===== src/rtl/xlat_pkg.sv =====
package xlat_pkg;

   typedef enum logic [0:0] {
      WALK_IDLE = 1'b0,
      WALK_BUSY = 1'b1
   } walk_state_e;

   function automatic bit is_pow2(input int unsigned n);
      return (n != 0) && ((n & (n - 1)) == 0);
   endfunction

endpackage


===== src/rtl/xlat_cam.sv =====
module xlat_cam #(
   parameter int N     = 8,
   parameter int VPN_W = 4,
   parameter int PPN_W = 4,
   localparam int IDX_W = $clog2(N)
) (
   input  logic             clk,
   input  logic             rst_n,
   input  logic [VPN_W-1:0] look_vpn,
   output logic             hit,
   output logic [IDX_W-1:0] hit_idx,
   output logic [PPN_W-1:0] hit_ppn,
   input  logic             fill_en,
   input  logic [IDX_W-1:0] fill_idx,
   input  logic [VPN_W-1:0] fill_vpn,
   input  logic [PPN_W-1:0] fill_ppn
);

   logic [N-1:0]     slot_vld;
   logic [VPN_W-1:0] slot_vpn [N];
   logic [PPN_W-1:0] slot_ppn [N];
   logic [N-1:0]     match;

   always_ff @(posedge clk) begin
      if (!rst_n) begin
         slot_vld <= '0;
         for (int i = 0; i < N; i++) begin
            slot_vpn[i] <= '0;
            slot_ppn[i] <= '0;
         end
      end else if (fill_en) begin
         slot_vld[fill_idx] <= 1'b1;
         slot_vpn[fill_idx] <= fill_vpn;
         slot_ppn[fill_idx] <= fill_ppn;
      end
   end

   for (genvar g = 0; g < N; g++) begin : g_cmp
      assign match[g] = slot_vld[g] && (slot_vpn[g] == look_vpn);
   end

   always_comb begin
      hit     = |match;
      hit_idx = '0;
      hit_ppn = '0;
      for (int i = 0; i < N; i++) begin
         if (match[i]) begin
            hit_idx = IDX_W'(i);
            hit_ppn = slot_ppn[i];
         end
      end
   end

endmodule


===== src/rtl/xlat_lru.sv =====
module xlat_lru #(
   parameter int N = 8,
   localparam int IDX_W = $clog2(N)
) (
   input  logic             clk,
   input  logic             rst_n,
   input  logic             touch_en,
   input  logic [IDX_W-1:0] touch_idx,
   output logic [IDX_W-1:0] victim_idx
);

   logic [IDX_W-1:0] age [N];
   logic [IDX_W-1:0] touched_age;

   assign touched_age = age[touch_idx];

   always_ff @(posedge clk) begin
      if (!rst_n) begin
         for (int i = 0; i < N; i++) age[i] <= IDX_W'(i);
      end else if (touch_en) begin
         for (int i = 0; i < N; i++) begin
            if (IDX_W'(i) == touch_idx)   age[i] <= '0;
            else if (age[i] < touched_age) age[i] <= age[i] + 1'b1;
         end
      end
   end

   always_comb begin
      victim_idx = '0;
      for (int i = 0; i < N; i++) begin
         if (age[i] == IDX_W'(N - 1)) victim_idx = IDX_W'(i);
      end
   end

endmodule


===== src/rtl/xlat_walker.sv =====
module xlat_walker
   import xlat_pkg::*;
#(
   parameter int VPN_W = 4,
   parameter int PPN_W = 4,
   parameter int LAT   = 3,
   localparam int DEPTH = 1 << VPN_W,
   localparam int CNT_W = (LAT > 1) ? $clog2(LAT) : 1
) (
   input  logic             clk,
   input  logic             rst_n,
   input  logic             wr_en,
   input  logic [VPN_W-1:0] wr_vpn,
   input  logic             wr_vld,
   input  logic [PPN_W-1:0] wr_ppn,
   input  logic             start,
   input  logic [VPN_W-1:0] start_vpn,
   output logic             busy,
   output logic             done,
   output logic [VPN_W-1:0] done_vpn,
   output logic             done_vld,
   output logic [PPN_W-1:0] done_ppn
);

   logic [DEPTH-1:0] tbl_vld;
   logic [PPN_W-1:0] tbl_ppn [DEPTH];
   walk_state_e      st;
   logic [CNT_W-1:0] cnt;
   logic [VPN_W-1:0] cur_vpn;

   always_ff @(posedge clk) begin
      if (!rst_n) begin
         tbl_vld <= '0;
         for (int i = 0; i < DEPTH; i++) tbl_ppn[i] <= '0;
      end else if (wr_en) begin
         tbl_vld[wr_vpn] <= wr_vld;
         tbl_ppn[wr_vpn] <= wr_ppn;
      end
   end

   assign busy     = (st == WALK_BUSY);
   assign done     = busy && (cnt == CNT_W'(LAT - 1));
   assign done_vpn = cur_vpn;
   assign done_vld = tbl_vld[cur_vpn];
   assign done_ppn = tbl_ppn[cur_vpn];

   always_ff @(posedge clk) begin
      if (!rst_n) begin
         st      <= WALK_IDLE;
         cnt     <= '0;
         cur_vpn <= '0;
      end else if (!busy) begin
         if (start) begin
            st      <= WALK_BUSY;
            cnt     <= '0;
            cur_vpn <= start_vpn;
         end
      end else if (done) begin
         st <= WALK_IDLE;
      end else begin
         cnt <= cnt + 1'b1;
      end
   end

endmodule


===== src/rtl/xlat_tlb.sv =====
module xlat_tlb
   import xlat_pkg::*;
#(
   parameter int VA_W        = 16,
   parameter int PA_W        = 16,
   parameter int PAGE_OFS_W  = 12,
   parameter int TLB_ENTRIES = 8,
   parameter int WALK_LAT    = 3,
   parameter int STAT_W      = 16,
   localparam int VPN_W = VA_W - PAGE_OFS_W,
   localparam int PPN_W = PA_W - PAGE_OFS_W,
   localparam int IDX_W = $clog2(TLB_ENTRIES)
) (
   input  logic              clk,
   input  logic              rst_n,
   input  logic              pt_wr_en,
   input  logic [VPN_W-1:0]  pt_wr_vpn,
   input  logic              pt_wr_valid,
   input  logic [PPN_W-1:0]  pt_wr_ppn,
   input  logic              req_valid,
   output logic              req_ready,
   input  logic [VA_W-1:0]   req_vaddr,
   output logic              rsp_valid,
   output logic [PA_W-1:0]   rsp_paddr,
   output logic              rsp_fault,
   output logic              rsp_tlb_hit,
   output logic [STAT_W-1:0] stat_hits,
   output logic [STAT_W-1:0] stat_misses
);

   if (!is_pow2(TLB_ENTRIES) || TLB_ENTRIES < 2) begin : g_bad_entries
      $error("TLB_ENTRIES must be a power of two of at least 2");
   end
   if (VPN_W < 1 || PPN_W < 1 || VPN_W > 12) begin : g_bad_split
      $error("address widths must leave page number bits on both sides");
   end
   if (WALK_LAT < 1) begin : g_bad_lat
      $error("WALK_LAT must be at least 1");
   end

   logic [VPN_W-1:0]      req_vpn;
   logic [PAGE_OFS_W-1:0] req_ofs;
   logic [PAGE_OFS_W-1:0] pend_ofs;
   logic                  look_hit;
   logic [IDX_W-1:0]      look_idx;
   logic [PPN_W-1:0]      look_ppn;
   logic [IDX_W-1:0]      victim_idx;
   logic                  wk_busy, wk_done, wk_vld;
   logic [VPN_W-1:0]      wk_vpn;
   logic [PPN_W-1:0]      wk_ppn;
   logic                  accept, hit_acc, miss_acc, fill_en, touch_en;
   logic [IDX_W-1:0]      touch_idx;

   assign req_vpn   = req_vaddr[VA_W-1:PAGE_OFS_W];
   assign req_ofs   = req_vaddr[PAGE_OFS_W-1:0];
   assign req_ready = !wk_busy;
   assign accept    = req_valid && !wk_busy;
   assign hit_acc   = accept && look_hit;
   assign miss_acc  = accept && !look_hit;
   assign fill_en   = wk_done && wk_vld;
   assign touch_en  = hit_acc || fill_en;
   assign touch_idx = hit_acc ? look_idx : victim_idx;

   xlat_cam #(.N(TLB_ENTRIES), .VPN_W(VPN_W), .PPN_W(PPN_W)) u_cam (
      .clk      (clk),
      .rst_n    (rst_n),
      .look_vpn (req_vpn),
      .hit      (look_hit),
      .hit_idx  (look_idx),
      .hit_ppn  (look_ppn),
      .fill_en  (fill_en),
      .fill_idx (victim_idx),
      .fill_vpn (wk_vpn),
      .fill_ppn (wk_ppn)
   );

   xlat_lru #(.N(TLB_ENTRIES)) u_lru (
      .clk        (clk),
      .rst_n      (rst_n),
      .touch_en   (touch_en),
      .touch_idx  (touch_idx),
      .victim_idx (victim_idx)
   );

   xlat_walker #(.VPN_W(VPN_W), .PPN_W(PPN_W), .LAT(WALK_LAT)) u_walk (
      .clk       (clk),
      .rst_n     (rst_n),
      .wr_en     (pt_wr_en),
      .wr_vpn    (pt_wr_vpn),
      .wr_vld    (pt_wr_valid),
      .wr_ppn    (pt_wr_ppn),
      .start     (miss_acc),
      .start_vpn (req_vpn),
      .busy      (wk_busy),
      .done      (wk_done),
      .done_vpn  (wk_vpn),
      .done_vld  (wk_vld),
      .done_ppn  (wk_ppn)
   );

   always_ff @(posedge clk) begin
      if (!rst_n) begin
         rsp_valid   <= 1'b0;
         rsp_tlb_hit <= 1'b0;
         rsp_fault   <= 1'b0;
         rsp_paddr   <= '0;
         pend_ofs    <= '0;
         stat_hits   <= '0;
         stat_misses <= '0;
      end else begin
         rsp_valid   <= hit_acc || wk_done;
         rsp_tlb_hit <= hit_acc;
         rsp_fault   <= wk_done && !wk_vld;
         if (hit_acc)      rsp_paddr <= {look_ppn, req_ofs};
         else if (wk_done) rsp_paddr <= {wk_ppn, pend_ofs};
         if (miss_acc) pend_ofs <= req_ofs;
         if (hit_acc)  stat_hits   <= stat_hits + 1'b1;
         if (wk_done)  stat_misses <= stat_misses + 1'b1;
      end
   end

endmodule


===== config.mk =====
export PLATFORM = sky130hd
export DESIGN_NAME = xlat_tlb
export DESIGN_NICKNAME = d
export VERILOG_FILES = /design/src/rtl/xlat_pkg.sv /design/src/rtl/xlat_cam.sv /design/src/rtl/xlat_lru.sv /design/src/rtl/xlat_walker.sv /design/src/rtl/xlat_tlb.sv
export SDC_FILE = /design/constraint.sdc
export NUM_CORES = 1
export LEC_CHECK = 0
export ABC_AREA = 0
export ABC_CLOCK_PERIOD_IN_PS = 16000
export BUFFER_PORTS_ARGS = -buffer_cell sky130_fd_sc_hd__buf_2
export CAP_MARGIN = 20
export CORE_MARGIN = 2
export CORE_UTILIZATION = 50
export DETAILED_ROUTE_END_ITERATION = 6
export HOLD_SLACK_MARGIN = 0.02
export PLACE_DENSITY_LB_ADDON = 0.2
export REMOVE_ABC_BUFFERS = 1
export SLEW_MARGIN = 20
export SYNTH_ARGS = -nofsm -noshare
export SYNTH_HDL_FRONTEND = slang
export SYNTH_SLANG_ARGS = --single-unit

===== constraint.sdc =====
create_clock -name clk -period 16 [get_ports clk]
set_clock_uncertainty 0.15 [all_clocks]
set_input_delay 3.2 -clock clk [delete_from_list [all_inputs] [get_ports clk]]
set_output_delay 3.2 -clock clk [all_outputs]
set_load 0.01 [all_outputs]

==> flow_metrics.env, run 1 <==
export IMPL_reg2regPathDepth=12
export IMPL_synth_cells=1128
export IMPL_maxSlewHeadroom_pct=29.9
export IMPL_timing_setup_tns_ns=0
export IMPL_dieHeight_um=159
export IMPL_rrSetupSlack_ns=10.47
export IMPL_cts_buffer_depth=3
export IMPL_fp_dieW_um=159
export IMPL_clockRootBuffer="clkbuf_16"
export IMPL_final_core_util_pct=57.4
export IMPL_num_fill_cells=2041
export IMPL_grt_ovfl_total=0
export IMPL_path_clk_slew_ns=0.06
export IMPL_ys_flop_type="edfxtp_1"
export IMPL_finalWirelength_um=27300
export IMPL_place_hpwl_um=19000
export IMPL_tightest_slew_ns=1.05
export IMPL_routedWlPerCell_um=17.8
export IMPL_grt_pass1_wl_um=44200
export IMPL_worstHoldPathCells=2
export IMPL_crit_arrival_ns=8.15
export IMPL_critPathCaptureType="flip-flop"
export IMPL_regArea_um2=6530
export IMPL_slew_viol_final=0
export IMPL_powerDensity_nw_per_um2=106
export IMPL_hold_slack_ns=0.296
export IMPL_worst_ep_required_time_ns=16.03
export IMPL_cts_hold_buffers=0
export IMPL_async_flop_share_pct=0
export IMPL_pin_count=81
export IMPL_num_antenna_cells=0
export IMPL_drtAntennaViolNets=0
export IMPL_power_uw=1430
export IMPL_multi_input_area_um2=5060
export IMPL_cts_buffers=29
export IMPL_drive_above_1_share_pct=14.7
export IMPL_cap_viol_max_count=0
export IMPL_synth_edff_count=152
export IMPL_synth_area_um2=12000
export IMPL_syn_area_per_cell_um2=10.6
export IMPL_cts_tree="built"
export IMPL_cp_startpoint="req_vaddr[12]"
export IMPL_core_um2=23500
export IMPL_rows=56
export IMPL_yosysSeqAreaShare_pct=54.4
export IMPL_leakage_uw=0.00507
export IMPL_io_buffers=80
export IMPL_post_place_ws_ns=7.36
export IMPL_ctsResizeCount=0
export IMPL_clk_latency_ns=0.54
export IMPL_status="complete, no violations"
export IMPL_route_detailed_drc=0
export IMPL_clock_sinks=250
export IMPL_initial_core_util_pct=51.0
export IMPL_grt_pass1_vias=8391
export IMPL_rsz0062_at_grt="false"
export IMPL_place_gp_congestion=0.840
export IMPL_cts_setup_buffers=0
export IMPL_hold_viol=0
export IMPL_antenna_found_initial=0
export IMPL_drt_pass1_iterations=7
export IMPL_cp_start_kind="primary input"
export IMPL_ys_top_cells_by_area="edfxtp_1, dfxtp_1, nor2_1"
export IMPL_vias=8568
export IMPL_drt_initial_drc_count=755
export IMPL_area_growth_pct=12.5
export IMPL_max_freq_mhz=123
export IMPL_synth_warnings=0
export IMPL_vdd_ir_drop_max_mv=0.0762
export IMPL_hp_start="u_cam.slot_vld[7]"
export IMPL_track_usage_pct=21.5
export IMPL_synth_top_area_share_pct=38.0
export IMPL_crit_type="primary input to flip-flop"
export IMPL_final_nets=1247
export IMPL_yosys_cell_types_count=65
export IMPL_die_area_um2=25300
export IMPL_path_max_fanout=34
export IMPL_setup_viol=0
export IMPL_synth_area_leader_cell="edfxtp_1"
export IMPL_hold_class="flip-flop to flip-flop"
export IMPL_grt_max_degree=68
export IMPL_fin_ws_ns=7.87
export IMPL_ys_seq_elements=250
export IMPL_htree_num_levels=1
export IMPL_period_needed_ns=8.13
export IMPL_vias_per_cell=5.59
export IMPL_timing_rr_start="u_cam.slot_vpn[3][0]"
export IMPL_timing_final_crit_share_pct=50.8
-- where the power goes --
part | total [µW] | internal [µW] | switching [µW]
Sequential | 716 | 704 | 11.9
Clock | 602 | 354 | 248
Combinational | 113 | 40.6 | 72.0
-- stage by stage --
step	cell area, µm²	instances
after floorplan	11700	1068
after global placement	12600	1479
after detailed placement	12600	1479
after CTS	13500	1532
after global routing	13500	1533
final	13500	1533
-- per-layer routing --
| metal | global-route usage (%) | wire [µm] | up-vias |
|---|---|---|---|
| li1 | - | - | 4162 |
| met1 | 27.5 | 11800 | 4090 |
| met2 | 38.0 | 13400 | 250 |
| met3 | 2.66 | 1250 | 66 |
| met4 | 7.60 | 837 | 0 |
| met5 | 0 | 0 | - |
-- worst max-delay path: stages --
cell and delay [ns]:
buf_2 0.26, xor2_1 0.19, nor3_1 0.08, and3_1 0.29, or4_4 0.61, o21ai_4 0.74
mux2i_1 0.61, a211oi_1 0.16, a21oi_1 0.65, ha_1 0.39, o221a_1 0.13, a311o_1 0.36
o311ai_1 0.46
-- sequential cells by signal (all words and copies together) (netlist names), named ones only --
register	count
pend_ofs	12
rsp_fault	1
rsp_paddr	16
rsp_tlb_hit	1
rsp_valid	1
stat_hits	16
stat_misses	16
u_cam.slot_ppn	32
u_cam.slot_vld	8
u_cam.slot_vpn	32
u_lru.age	24
u_walk.busy	1
u_walk.cnt	2
u_walk.done_vpn	4
u_walk.tbl_ppn	64
u_walk.tbl_vld	16
-- final timing paths --
path,end
min reg2reg,u_cam.slot_vld[7]
max,u_lru.age[5][0]
min,u_cam.slot_vld[7]
max reg2reg,u_lru.age[5][0]
-- cells in the mapped netlist, drive strengths merged (2+ instances only) --
| master | count |
|---|---|
| mux2i | 29 |
| o21ai | 54 |
| edfxtp | 152 |
| o211ai | 4 |
| o31a | 4 |
| xor2 | 40 |
| o31ai | 3 |
| nor3b | 4 |
| xnor2 | 18 |
| ha | 26 |
| dfxtp | 98 |
| or2 | 9 |
| a22o | 2 |
| mux2 | 8 |
| nor4 | 14 |
| and2 | 67 |
| a21oi | 22 |
| nor2b | 7 |
| o32ai | 11 |
| clkbuf | 46 |
| nand3b | 4 |
| o21a | 2 |
| nor2 | 161 |
| nand2 | 127 |
| buf | 14 |
| a311oi | 16 |
| a211oi | 19 |
| or4 | 4 |
| nor3 | 17 |
| and3 | 12 |
| inv | 38 |
| nand2b | 6 |
| or3 | 7 |
| a21boi | 5 |
| o311ai | 5 |
| mux4 | 21 |
| nand4 | 8 |
| nand3 | 26 |
| o41ai | 6 |
-- kinds of logic after synthesis --
family	share of synthesized area, %
xor gates and xnor gates	4.23
and+or+nand+nor	18.7
AOI/OAI and AO/OA	9.38
muxes	7.14
buffers and inverters	3.50
adders and majority gates	2.71
DFF	54.4
-- cell usage in the layout (no fill, tap or decap), types with 21 or more instances in the layout --
cell	instances
inv_1	37
and2_1	67
a21oi_1	22
dfxtp_1	98
o21ai_0	47
nand3_1	26
buf_2	80
nor2_1	160
mux2i_1	29
clkbuf_16	30
mux4_2	21
edfxtp_1	152
ha_1	26
nand2_1	127
xor2_1	40
-- layout make-up --
type / count / share of cell area (%)
multi-input combinational: 779 / 37.4
inverter: 39 / 1.08
sequential: 250 / 48.3
clock buffer: 44 / 6.09
tap: 319 / 2.95
clock inverter: 9 / 0.380
timing repair buffer: 93 / 3.74
No activity file was read; power rests on OpenSTA's default activity.
==> inputs of run 2 (changes only) <==
--- a/config.mk
+++ b/config.mk
@@ -6,7 +6,7 @@
 export NUM_CORES = 1
 export LEC_CHECK = 0
 export ABC_AREA = 0
-export ABC_CLOCK_PERIOD_IN_PS = 16000
+export ABC_CLOCK_PERIOD_IN_PS = 7380
 export BUFFER_PORTS_ARGS = -buffer_cell sky130_fd_sc_hd__buf_2
 export CAP_MARGIN = 20
 export CORE_MARGIN = 2
==> constraint.sdc (replaced) <==
create_clock -name clk -period 7.38 [get_ports clk]
set_clock_uncertainty 0.15 [all_clocks]
set_input_delay 1.476 -clock clk [delete_from_list [all_inputs] [get_ports clk]]
set_output_delay 1.476 -clock clk [all_outputs]
set_load 0.01 [all_outputs]
==> run 2 against run 1 <==
Net effect:
- sequential power rose by 120%
- sequential share of layout area rose by 0.063 points
- setup slack got worse by 6.2 ns
- critical path depth did not move
- die area did not move
- via count fell by 0.98%
- sequential cell count did not move
- highest routed layer unchanged
==> flow_metrics.env, run 2 (synthesis results as in run 1) <==
export IMPL_status="complete, no violations"
export IMPL_reg2regPathDepth=12
export IMPL_fp_dieW_um=159
export IMPL_grt_pass1_vias=8398
export IMPL_critPathCaptureType="flip-flop"
export IMPL_drtAntennaViolNets=0
export IMPL_path_clk_slew_ns=0.06
export IMPL_drt_pass1_iterations=5
export IMPL_num_antenna_cells=0
export IMPL_power_uw=3090
export IMPL_vias_per_cell=5.54
export IMPL_min_to="u_cam.slot_vld[7]"
export IMPL_hold_class="flip-flop to flip-flop"
export IMPL_dieHeight_um=159
export IMPL_final_common_cell="nor2_1"
export IMPL_hold_viol=0
export IMPL_drt_initial_drc_count=842
export IMPL_cts_buffers=27
export IMPL_clock_sinks=250
export IMPL_grt_max_degree=68
export IMPL_rrSetupSlack_ns=2.53
export IMPL_pin_count=81
export IMPL_place_gp_congestion=0.858
export IMPL_cts_setup_buffers=0
export IMPL_clk_latency_ns=0.52
export IMPL_die_area_um2=25300
export IMPL_worstHoldPathCells=2
export IMPL_htree_num_levels=1
export IMPL_vdd_ir_drop_max_mv=0.268
export IMPL_place_hpwl_um=19100
export IMPL_clockRootBuffer="clkbuf_16"
export IMPL_final_cells=1531
export IMPL_cts_buffer_depth=3
export IMPL_max_freq_mhz=174
export IMPL_powerDensity_nw_per_um2=229
export IMPL_timing_setup_tns_ns=0
export IMPL_layout_common_cells="nor2_1, edfxtp_1, nand2_1, dfxtp_1, buf_2"
export IMPL_hp_start="u_cam.slot_vld[7]"
export IMPL_cts_hold_buffers=0
export IMPL_io_buffers=80
export IMPL_dp_cells=1483
export IMPL_period_needed_ns=5.73
export IMPL_timing_rr_start="u_cam.slot_vpn[3][3]"
export IMPL_core_um2=23500
export IMPL_num_fill_cells=2044
export IMPL_rsz0062_at_grt="false"
export IMPL_track_usage_pct=21.8
export IMPL_grt_ovfl_total=0
export IMPL_vias=8484
export IMPL_tightest_slew_ns=1.11
export IMPL_slew_viol_final=0
export IMPL_cp_start_kind="primary input"
export IMPL_route_detailed_drc=0
export IMPL_final_nets=1248
export IMPL_critical_path_cell_chain="buf_2 > xor2_1 > nor3_1 > and3_1 > or4_4 > o21ai_4 > mux2i_1 > a211oi_1 > a21oi_1 > ha_1 > o221a_1 > a311o_1 > o311ai_1"
export IMPL_finalWirelength_um=27600
export IMPL_drive_above_1_share_pct=14.8
export IMPL_ctsResizeCount=0
export IMPL_crit_type="primary input to flip-flop"
export IMPL_largest_register_ffs=64
export IMPL_path_max_fanout=11
export IMPL_cts_tree="built"
export IMPL_leakage_uw=0.00507
export IMPL_grt_pass1_wl_um=45000
export IMPL_timing_final_crit_share_pct=77.7
export IMPL_final_core_util_pct=57.3
export IMPL_largest_register="u_walk.tbl_ppn"
export IMPL_cap_viol_max_count=0
export IMPL_rows=56
export IMPL_reg_largest_list="u_walk.tbl_ppn (64), u_cam.slot_ppn (32), u_cam.slot_vpn (32)"
export IMPL_crit_arrival_ns=5.75
export IMPL_crit_path_max_incr_delay_ns=0.62
export IMPL_crit_slowest_cell="or4_4"
export IMPL_worst_ep_required_time_ns=7.39
export IMPL_maxSlewHeadroom_pct=25.8
export IMPL_antenna_found_initial=0
export IMPL_setup_viol=0
export IMPL_initial_core_util_pct=51.0
export IMPL_routedWlPerCell_um=18.0
export IMPL_area_growth_pct=12.4
export IMPL_timing_rr_end="u_lru.age[5][2]"
-- run 2: final cells by class --
class                   instances  area, µm²  area share (%)
multi-input cells             779       5060            37.5
inverters                      39        146            1.09
flip-flops and latches        250       6530            48.4
clock buffers                  39        751            5.56
well taps                     319        399            2.96
repair buffers                 96        520            3.86
clock inverters                 9       91.3           0.677
-- run 2: metrics by stage --
step,cell area (µm²),hold slack (ns),setup WS (ns)
2_1_floorplan,11700,0.272,1.53
3_3_place_gp,12600,0.284,1.21
3_5_place_dp,12600,0.290,1.04
4_1_cts,13500,0.298,1.59
5_1_grt,13500,0.319,1.25
6_report,13500,0.297,1.65
-- run 2: critical path, delay by kind of cell --
kind                     cells  cell delay, ns
AO/OA/AOI/OAI                6            1.89
AND/OR/NAND/NOR              3            1.00
multiplexers                 1            0.54
adder cells (fa/ha/maj)      1            0.38
buffers and inverters        1            0.28
XOR/XNOR                     1            0.18
-- run 2: per-layer routing --
| layer | track usage [%] | part of all wire [%] | vias up |
|---|---|---|---|
| met2 | 38.5 | 50 | 248 |
| met1 | 28.1 | 43 | 4026 |
| met4 | 6.24 | 2.3 | 0 |
| met3 | 3.05 | 4.9 | 50 |
| li1 | - | - | 4160 |
| met5 | 0 | 0 | - |
-- run 2: how the worst max path moves through the flow --
stage | startpoint | end | slack [ns] | cells after the start
2_1_floorplan | req_vaddr[14] | u_lru.age[5][0] | 1.53 | 11
3_3_place_gp | req_vaddr[14] | u_lru.age[5][1] | 1.21 | 13
3_5_place_dp | req_vaddr[15] | u_lru.age[5][2] | 1.04 | 13
4_1_cts | req_vaddr[15] | u_lru.age[5][2] | 1.59 | 13
5_1_grt | req_vaddr[14] | u_lru.age[5][1] | 1.25 | 13
6_report | req_vaddr[14] | u_lru.age[5][2] | 1.65 | 13
-- run 2: power by group --
part | internal (µW) | switching [µW]
combinational | 88.3 | 153
sequential | 1530 | 27.5
clock | 770 | 525
total | 2380 | 706
